--- src/rtl/fast_shadow_pkg.sv ---
package fast_shadow_pkg;

   typedef enum logic [1:0] {
      SRC_NONE = 2'd0,
      SRC_IRQ  = 2'd1,
      SRC_CALL = 2'd2
   } save_src_e;

   // Lower bit position of field idx inside the packed live vector.
   function automatic int field_lo(input int idx, input int w0, input int w1);
      int lo;
      lo = 0;
      if (idx > 0) lo += w0;
      if (idx > 1) lo += w1;
      return lo;
   endfunction

   function automatic int field_width(input int idx, input int w0, input int w1, input int w2);
      return (idx == 0) ? w0 : ((idx == 1) ? w1 : w2);
   endfunction

endpackage

--- src/rtl/fast_shadow_ctrl.sv ---
module fast_shadow_ctrl
   import fast_shadow_pkg::*;
(
   input  logic      clk,
   input  logic      rst_n,
   input  logic      irq_enter,
   input  logic      call_stb,
   input  logic      call_fast,
   input  logic      ret_stb,
   input  logic      ret_fast,
   output logic      save_en,
   output save_src_e save_src,
   output logic      restore_stb
);

   logic fast_call;
   logic fast_ret;

   assign fast_call = call_stb & call_fast;
   assign fast_ret  = ret_stb & ret_fast;

   always_comb begin
      if (irq_enter)      save_src = SRC_IRQ;
      else if (fast_call) save_src = SRC_CALL;
      else                save_src = SRC_NONE;
   end

   assign save_en = (save_src != SRC_NONE);

   always_ff @(posedge clk or negedge rst_n) begin
      if (!rst_n) restore_stb <= 1'b0;
      else        restore_stb <= fast_ret;
   end

   assert_irq_priority_R8: assert property (@(posedge clk) disable iff (!rst_n)
      irq_enter |-> save_src == SRC_IRQ);

   assert_fast_call_saves_R3: assert property (@(posedge clk) disable iff (!rst_n)
      (call_stb && call_fast) |-> save_en);

   assert_restore_follows_R5: assert property (@(posedge clk) disable iff (!rst_n)
      (ret_stb && ret_fast) |=> restore_stb);

   assert_no_stray_restore_R6: assert property (@(posedge clk) disable iff (!rst_n)
      !(ret_stb && ret_fast) |=> !restore_stb);

endmodule

--- src/rtl/fast_shadow_field.sv ---
module fast_shadow_field #(
   parameter int W = 8
) (
   input  logic         clk,
   input  logic         rst_n,
   input  logic         load,
   input  logic [W-1:0] d,
   output logic [W-1:0] q
);

   generate
      if (W < 1) begin : g_bad_width
         $error("fast_shadow_field: W must be at least 1");
      end
   endgenerate

   always_ff @(posedge clk or negedge rst_n) begin
      if (!rst_n)    q <= '0;
      else if (load) q <= d;
   end

   assert_capture_R4: assert property (@(posedge clk) disable iff (!rst_n)
      load |=> q == $past(d));

   assert_hold_R9: assert property (@(posedge clk) disable iff (!rst_n)
      !load |=> $stable(q));

endmodule

--- src/rtl/fast_shadow.sv ---
module fast_shadow
   import fast_shadow_pkg::*;
#(
   parameter int STATUS_W = 5,
   parameter int WREG_W   = 8,
   parameter int BSR_W    = 4
) (
   input  logic                clk,
   input  logic                rst_n,
   input  logic [STATUS_W-1:0] status_in,
   input  logic [WREG_W-1:0]   wreg_in,
   input  logic [BSR_W-1:0]    bsr_in,
   input  logic                irq_enter,
   input  logic                call_stb,
   input  logic                call_fast,
   input  logic                ret_stb,
   input  logic                ret_fast,
   output logic [STATUS_W-1:0] shd_status,
   output logic [WREG_W-1:0]   shd_wreg,
   output logic [BSR_W-1:0]    shd_bsr,
   output logic                restore_stb
);

   localparam int NFIELD  = 3;
   localparam int TOTAL_W = STATUS_W + WREG_W + BSR_W;

   generate
      if (STATUS_W < 1 || WREG_W < 1 || BSR_W < 1) begin : g_bad_cfg
         $error("fast_shadow: every field width must be at least 1");
      end
   endgenerate

   logic [TOTAL_W-1:0] live_vec;
   logic [TOTAL_W-1:0] shadow_vec;
   logic               save_en;
   save_src_e          save_src;

   assign live_vec = {bsr_in, wreg_in, status_in};

   fast_shadow_ctrl u_ctrl (
      .clk         (clk),
      .rst_n       (rst_n),
      .irq_enter   (irq_enter),
      .call_stb    (call_stb),
      .call_fast   (call_fast),
      .ret_stb     (ret_stb),
      .ret_fast    (ret_fast),
      .save_en     (save_en),
      .save_src    (save_src),
      .restore_stb (restore_stb)
   );

   for (genvar gi = 0; gi < NFIELD; gi++) begin : g_field
      localparam int FW = field_width(gi, STATUS_W, WREG_W, BSR_W);
      localparam int LO = field_lo(gi, STATUS_W, WREG_W);
      fast_shadow_field #(.W(FW)) u_fld (
         .clk   (clk),
         .rst_n (rst_n),
         .load  (save_en),
         .d     (live_vec[LO +: FW]),
         .q     (shadow_vec[LO +: FW])
      );
   end

   assign shd_status = shadow_vec[STATUS_W-1:0];
   assign shd_wreg   = shadow_vec[STATUS_W +: WREG_W];
   assign shd_bsr    = shadow_vec[STATUS_W+WREG_W +: BSR_W];

   assert_irq_saves_R2: assert property (@(posedge clk) disable iff (!rst_n)
      irq_enter |=> {shd_bsr, shd_wreg, shd_status} == $past(live_vec));

   assert_restore_keeps_R7: assert property (@(posedge clk) disable iff (!rst_n)
      (restore_stb && !save_en) |=> $stable(shadow_vec));

endmodule

--- config.mk ---
export PLATFORM = sky130hd
export DESIGN_NAME = fast_shadow
export DESIGN_NICKNAME = d
export VERILOG_FILES = /design/src/rtl/fast_shadow_pkg.sv /design/src/rtl/fast_shadow_ctrl.sv /design/src/rtl/fast_shadow_field.sv /design/src/rtl/fast_shadow.sv
export SDC_FILE = /design/constraint.sdc
export NUM_CORES = 1
export LEC_CHECK = 0
export BUFFER_PORTS_ARGS = -buffer_cell sky130_fd_sc_hd__buf_2
export CAP_MARGIN = 40
export CORE_UTILIZATION = 45
export CTS_BUF_LIST = sky130_fd_sc_hd__clkbuf_4 sky130_fd_sc_hd__clkbuf_8
export CTS_CLUSTER_SIZE = 25
export DETAILED_ROUTE_END_ITERATION = 7
export GPL_ROUTABILITY_DRIVEN = 0
export PLACE_DENSITY_LB_ADDON = 0.05
export RECOVER_POWER = 25
export SKIP_CTS_REPAIR_TIMING = 1
export SYNTH_ARGS = -nofsm -noshare
export SYNTH_HDL_FRONTEND = slang
export SYNTH_SLANG_ARGS = --single-unit
--- constraint.sdc ---
create_clock -name clk -period 1.7 [get_ports clk]
set_input_delay 0.17 -clock clk [delete_from_list [all_inputs] [get_ports clk]]
set_output_delay 0.17 -clock clk [all_outputs]
set_load 0.03 [all_outputs]
# After elaboration in Yosys (flattened, before gate mapping)
# Cells that the tools add are included.
# classes
muxes	2
bitwise	2
reduce_logical	1
# op_table
op	n
2-to-1 mux 2 bit	2
AND 1 bit	2
nonzero test 2 bit	1
# totals
regBits	18
out_inout_bits	18
in_bits	24
wordCells	9

# Longest topological paths before layout
# depth
depth_word	4
ltp_mapped	3
mapped_depth_nobuf	2

# Hierarchy
# A second synthesis with hierarchy kept.
# unflattened
hier_cells	40
area_unflattened_um2	714.4
# modules_own_cells
mod	area_per_inst_um2	instances	cells_per_inst
fast_shadow_field (g_field[1].u_fld)	331.6	1	17
fast_shadow_field (g_field[0].u_fld)	181.4	1	10
fast_shadow_field (g_field[2].u_fld)	145.1	1	8
fast_shadow_ctrl	56.3	1	5

# Worst setup path before layout
# No wires, ideal clock.
# synth_path
kind	input -> register
startpoint	input port call_stb
endpoint	register g_field[1].u_fld.q[0]
setup_ps	125
setup_slack_ps	686
cell_stages	3
path_buffers	1
arrival_ps	889
required_ps	1575
path_cell_list	a21oi_4 buf_12 mux2_4
# synth_via
elab_chain_len	4
# synth_rtl
element	line_no	rtl
start, declared	fast_shadow.sv:14	input logic call_stb,
AND 1 bit	fast_shadow_ctrl.sv:19	assign fast_call = call_stb & call_fast;
2-to-1 mux 2 bit	fast_shadow_ctrl.sv:24	else if (fast_call) save_src = SRC_CALL;
2-to-1 mux 2 bit	fast_shadow_ctrl.sv:23	if (irq_enter) save_src = SRC_IRQ;
nonzero test 2 bit	fast_shadow_ctrl.sv:28	assign save_en = (save_src != SRC_NONE);
end signal, assigned	fast_shadow_field.sv:18	if (!rst_n) q <= '0;
end signal, assigned	fast_shadow_field.sv:19	else if (load) q <= d;
end, declared	fast_shadow_field.sv:8	output logic [W-1:0] q
# No other way between the ends.
# A chain may end at the register's enable or synchronous reset.

==> impl_results.md <==
* Status: finished, final reports clean
* DRC violation count after routing at 0
* Area growth from synthesis to final layout at 35.7%
* Final total negative setup slack at 0 ps
* Overall routing resource usage at 16.1%
* Path type of the worst min-delay path: input pin to register
* Fraction of layout cells with a size suffix above 1 at between 70% and 80%
* Leading area contributor after synthesis: dfrtp_1
* Die height at 42.1 um
* Clock tree root buffer cell: clkbuf_4
* Total gr overflow at 0
* Peak per-stage delay on the critical path at 710 ps
* Type of the worst setup path: input pin to asynchronous set/reset pin
* Number of nets produced by synthesis at 62
* Final setup violation count at 0
* Shortest clock period the worst path allows after layout at between 1000 and 1500 ps
* Antenna Violating Nets Remaining at 0
* Switching component of the power at 296 uW
* Clk pin slew, worst setup/hold paths at around 100 ps
* Placeable core area at approximately 1500 um^2
* Post-synthesis instance area at 722 um^2
* Critical path launch point type: input pin
* Crit path max-delay family: buffers and inverters
* Final design utilization at between 60% and 70%
* Synth Area per Inst at 19.0 um^2
* Most frequent cells after synthesis: dfrtp_1, mux2_4, mux2_2
* Antenna violations before repair at 0
* Total of flip-flops plus latches after synthesis at 18
* TritonCTS clock tree: yes
* Die Footprint at around 1800 um^2
* Antenna diode instance count at 0
* Share of the yosys chip area belonging to registers at just over 60%
* Via count of the first global-routing pass at 458
* DP Wirelength at 932 um
* Number of buffers created by CTS at 3
* Top fanout value on the critical path at 18
* Arrival time of the worst setup path at around 1400 ps
* Max-cap viol count at 0
* Routed wire length at 1.31 mm
* Portion of total power attributed to sequential cells at between 40 and 50%
* Most instantiated flip-flop cell in the synthesis netlist: dfrtp_1
* Initial DRC Count at 3
* Switching power share of the total at 29.6%
* Final Hold Viols at 0
* Required @ worst endpoint at around 2000 ps
* Power density over cell area at just over 1000 nW/um^2
* Die W at between 40 and 50 um
* Clock network latency to the later pin of the worst-skew pair at between 200 and 300 ps
* Top post-synthesis cells by area: dfrtp_1, mux2_4, mux2_2
* Count of flip-flops with a built-in enable after synthesis at 0
* Rel. slew slack at 37.1%
* Total number of vias at around 480
* First-pass GRT wire length at about 2 mm
* Yosys warning total at 0
* Top Ports at 42
* Initial cell density of the core at between 40 and 50%
* Share of total power in the clock network at a little over a quarter
* Row cnt at 14
* Fraction of power consumed by combinational cells at approximately a quarter
* Count of different cell masters after synthesis at 6
* Period utilization at ~66%
* Worst IR drop on VDD at about 0.6 mV
* Dpl ws at ~500 ps
* Filler cells at between 100 and 150
* Number of standard cells after synthesis at 38
* Vias/cell at between 4 and 5
* Setup repair after global routing missed its margin: no
* Cell Chain, Critical Path: dlygate4sd3_1 -> clkbuf_1
* Slowest cell on the critical path: clkbuf_1
* Leakage power summed over all cells at between 0.5 and 0.6 nW
* Worst Setup End Kind: asynchronous set/reset pin
* Top cell type's share of synthesized area at approximately 62%
* Worst path buffer plus inverter count at 2
* Asr flop ratio synth at 100%
* Count of TritonRoute iterations in the first routing pass at 4
* Final setup skew at 0 ps
* Worst-Margin Slew at about 940 ps
* Cell internal power dissipation at 704 uW
* Number of sinks handled by clock tree synthesis at 18
* Avg WL per Cell at 13.1 um
* Max Buffers Root-to-Sink at 2
* CTS H-tree lvls at 1
* Port Buf Inserts at between 40 and 50
* Final max-slew violation count at 0
* Largest net degree at the start of global routing at 19
* FMAX at ~900 MHz
* Most numerous cell in the Yosys netlist: dfrtp_1
* Final #Nets at approximately 110
* Setup slack of the critical path after layout at just under 600 ps
-- stage by stage --
stage / total power [mW] / hold WS [ps] / instance area [um^2] / std cells
global placement: 0.742 / 122 / 935 / 95
detailed placement: 0.744 / 120 / 935 / 95
floorplan: 0.661 / -126 / 722 / 38
global route: 1.04 / 86.5 / 980 / 100
CTS: 1.01 / -214 / 971 / 99
finish: 1.00 / 82.5 / 980 / 100
-- power by group through the flow --
| stage | clock network (mW) | registers [mW] | logic, mW |
|---|---|---|---|
| 2_1_floorplan | 0 | 0.584 | 0.0765 |
| 3_3_place_gp | 0 | 0.498 | 0.244 |
| 3_5_place_dp | 0 | 0.498 | 0.246 |
| 4_1_cts | 0.274 | 0.490 | 0.246 |
| 5_1_grt | 0.287 | 0.496 | 0.259 |
| 6_report | 0.266 | 0.490 | 0.245 |
-- worst paths after layout --
kind / start / end / slack, ps / cells after the start
max in group clk: g_field[2].u_fld.q[0] / shd_bsr[0] / 640 / 1
worst max-delay path: rst_n / g_field[0].u_fld.q[0] / 580 / 2
worst min register to register: g_field[0].u_fld.q[3] / g_field[0].u_fld.q[3] / 510 / 1
worst min-delay path: ret_fast / u_ctrl.restore_stb / 80 / 2
worst max register to register: g_field[2].u_fld.q[0] / g_field[2].u_fld.q[0] / 930 / 1
min in group asynchronous: rst_n / g_field[1].u_fld.q[3] / 540 / 2
-- per-layer routing --
metal	wire, um	part of all wire, %	GRT usage, %
met3	70	5.4	5.60
met2	653	50	24.7
met5	0	0	0
met4	16	1.2	5.63
met1	567	43	21.3
-- final cells by class --
class	instances	area [um^2]	area share, %
multi-input cells	19	251	25.7
clock buffers	4	36.3	3.70
repair buffers	43	221	22.6
well taps	16	20.0	2.04
flip-flops and latches	18	450	46.0
-- registers in the layout (all words and copies together), names as in the netlist --
signal              cells
g_field.u_fld.q        17
u_ctrl.restore_stb      1
-- logic make-up (layout without fill, tap and decap cells) --
logic type,after synthesis,in the layout,synth area share (%)
flops,18,18,62.4
mux,17,17,31.7
compound gates,1,1,2.25
simple gates,1,1,0.867
buf+inv,1,47,2.77
-- layout by cell type (no fill, tap or decap), drive strengths merged --
| master | count |
|---|---|
| a21oi | 1 |
| dfrtp | 18 |
| dlygate4sd3 | 1 |
| clkbuf | 5 |
| mux2 | 17 |
| buf | 41 |
| and2 | 1 |
No activity file was read; power rests on OpenSTA's default activity.
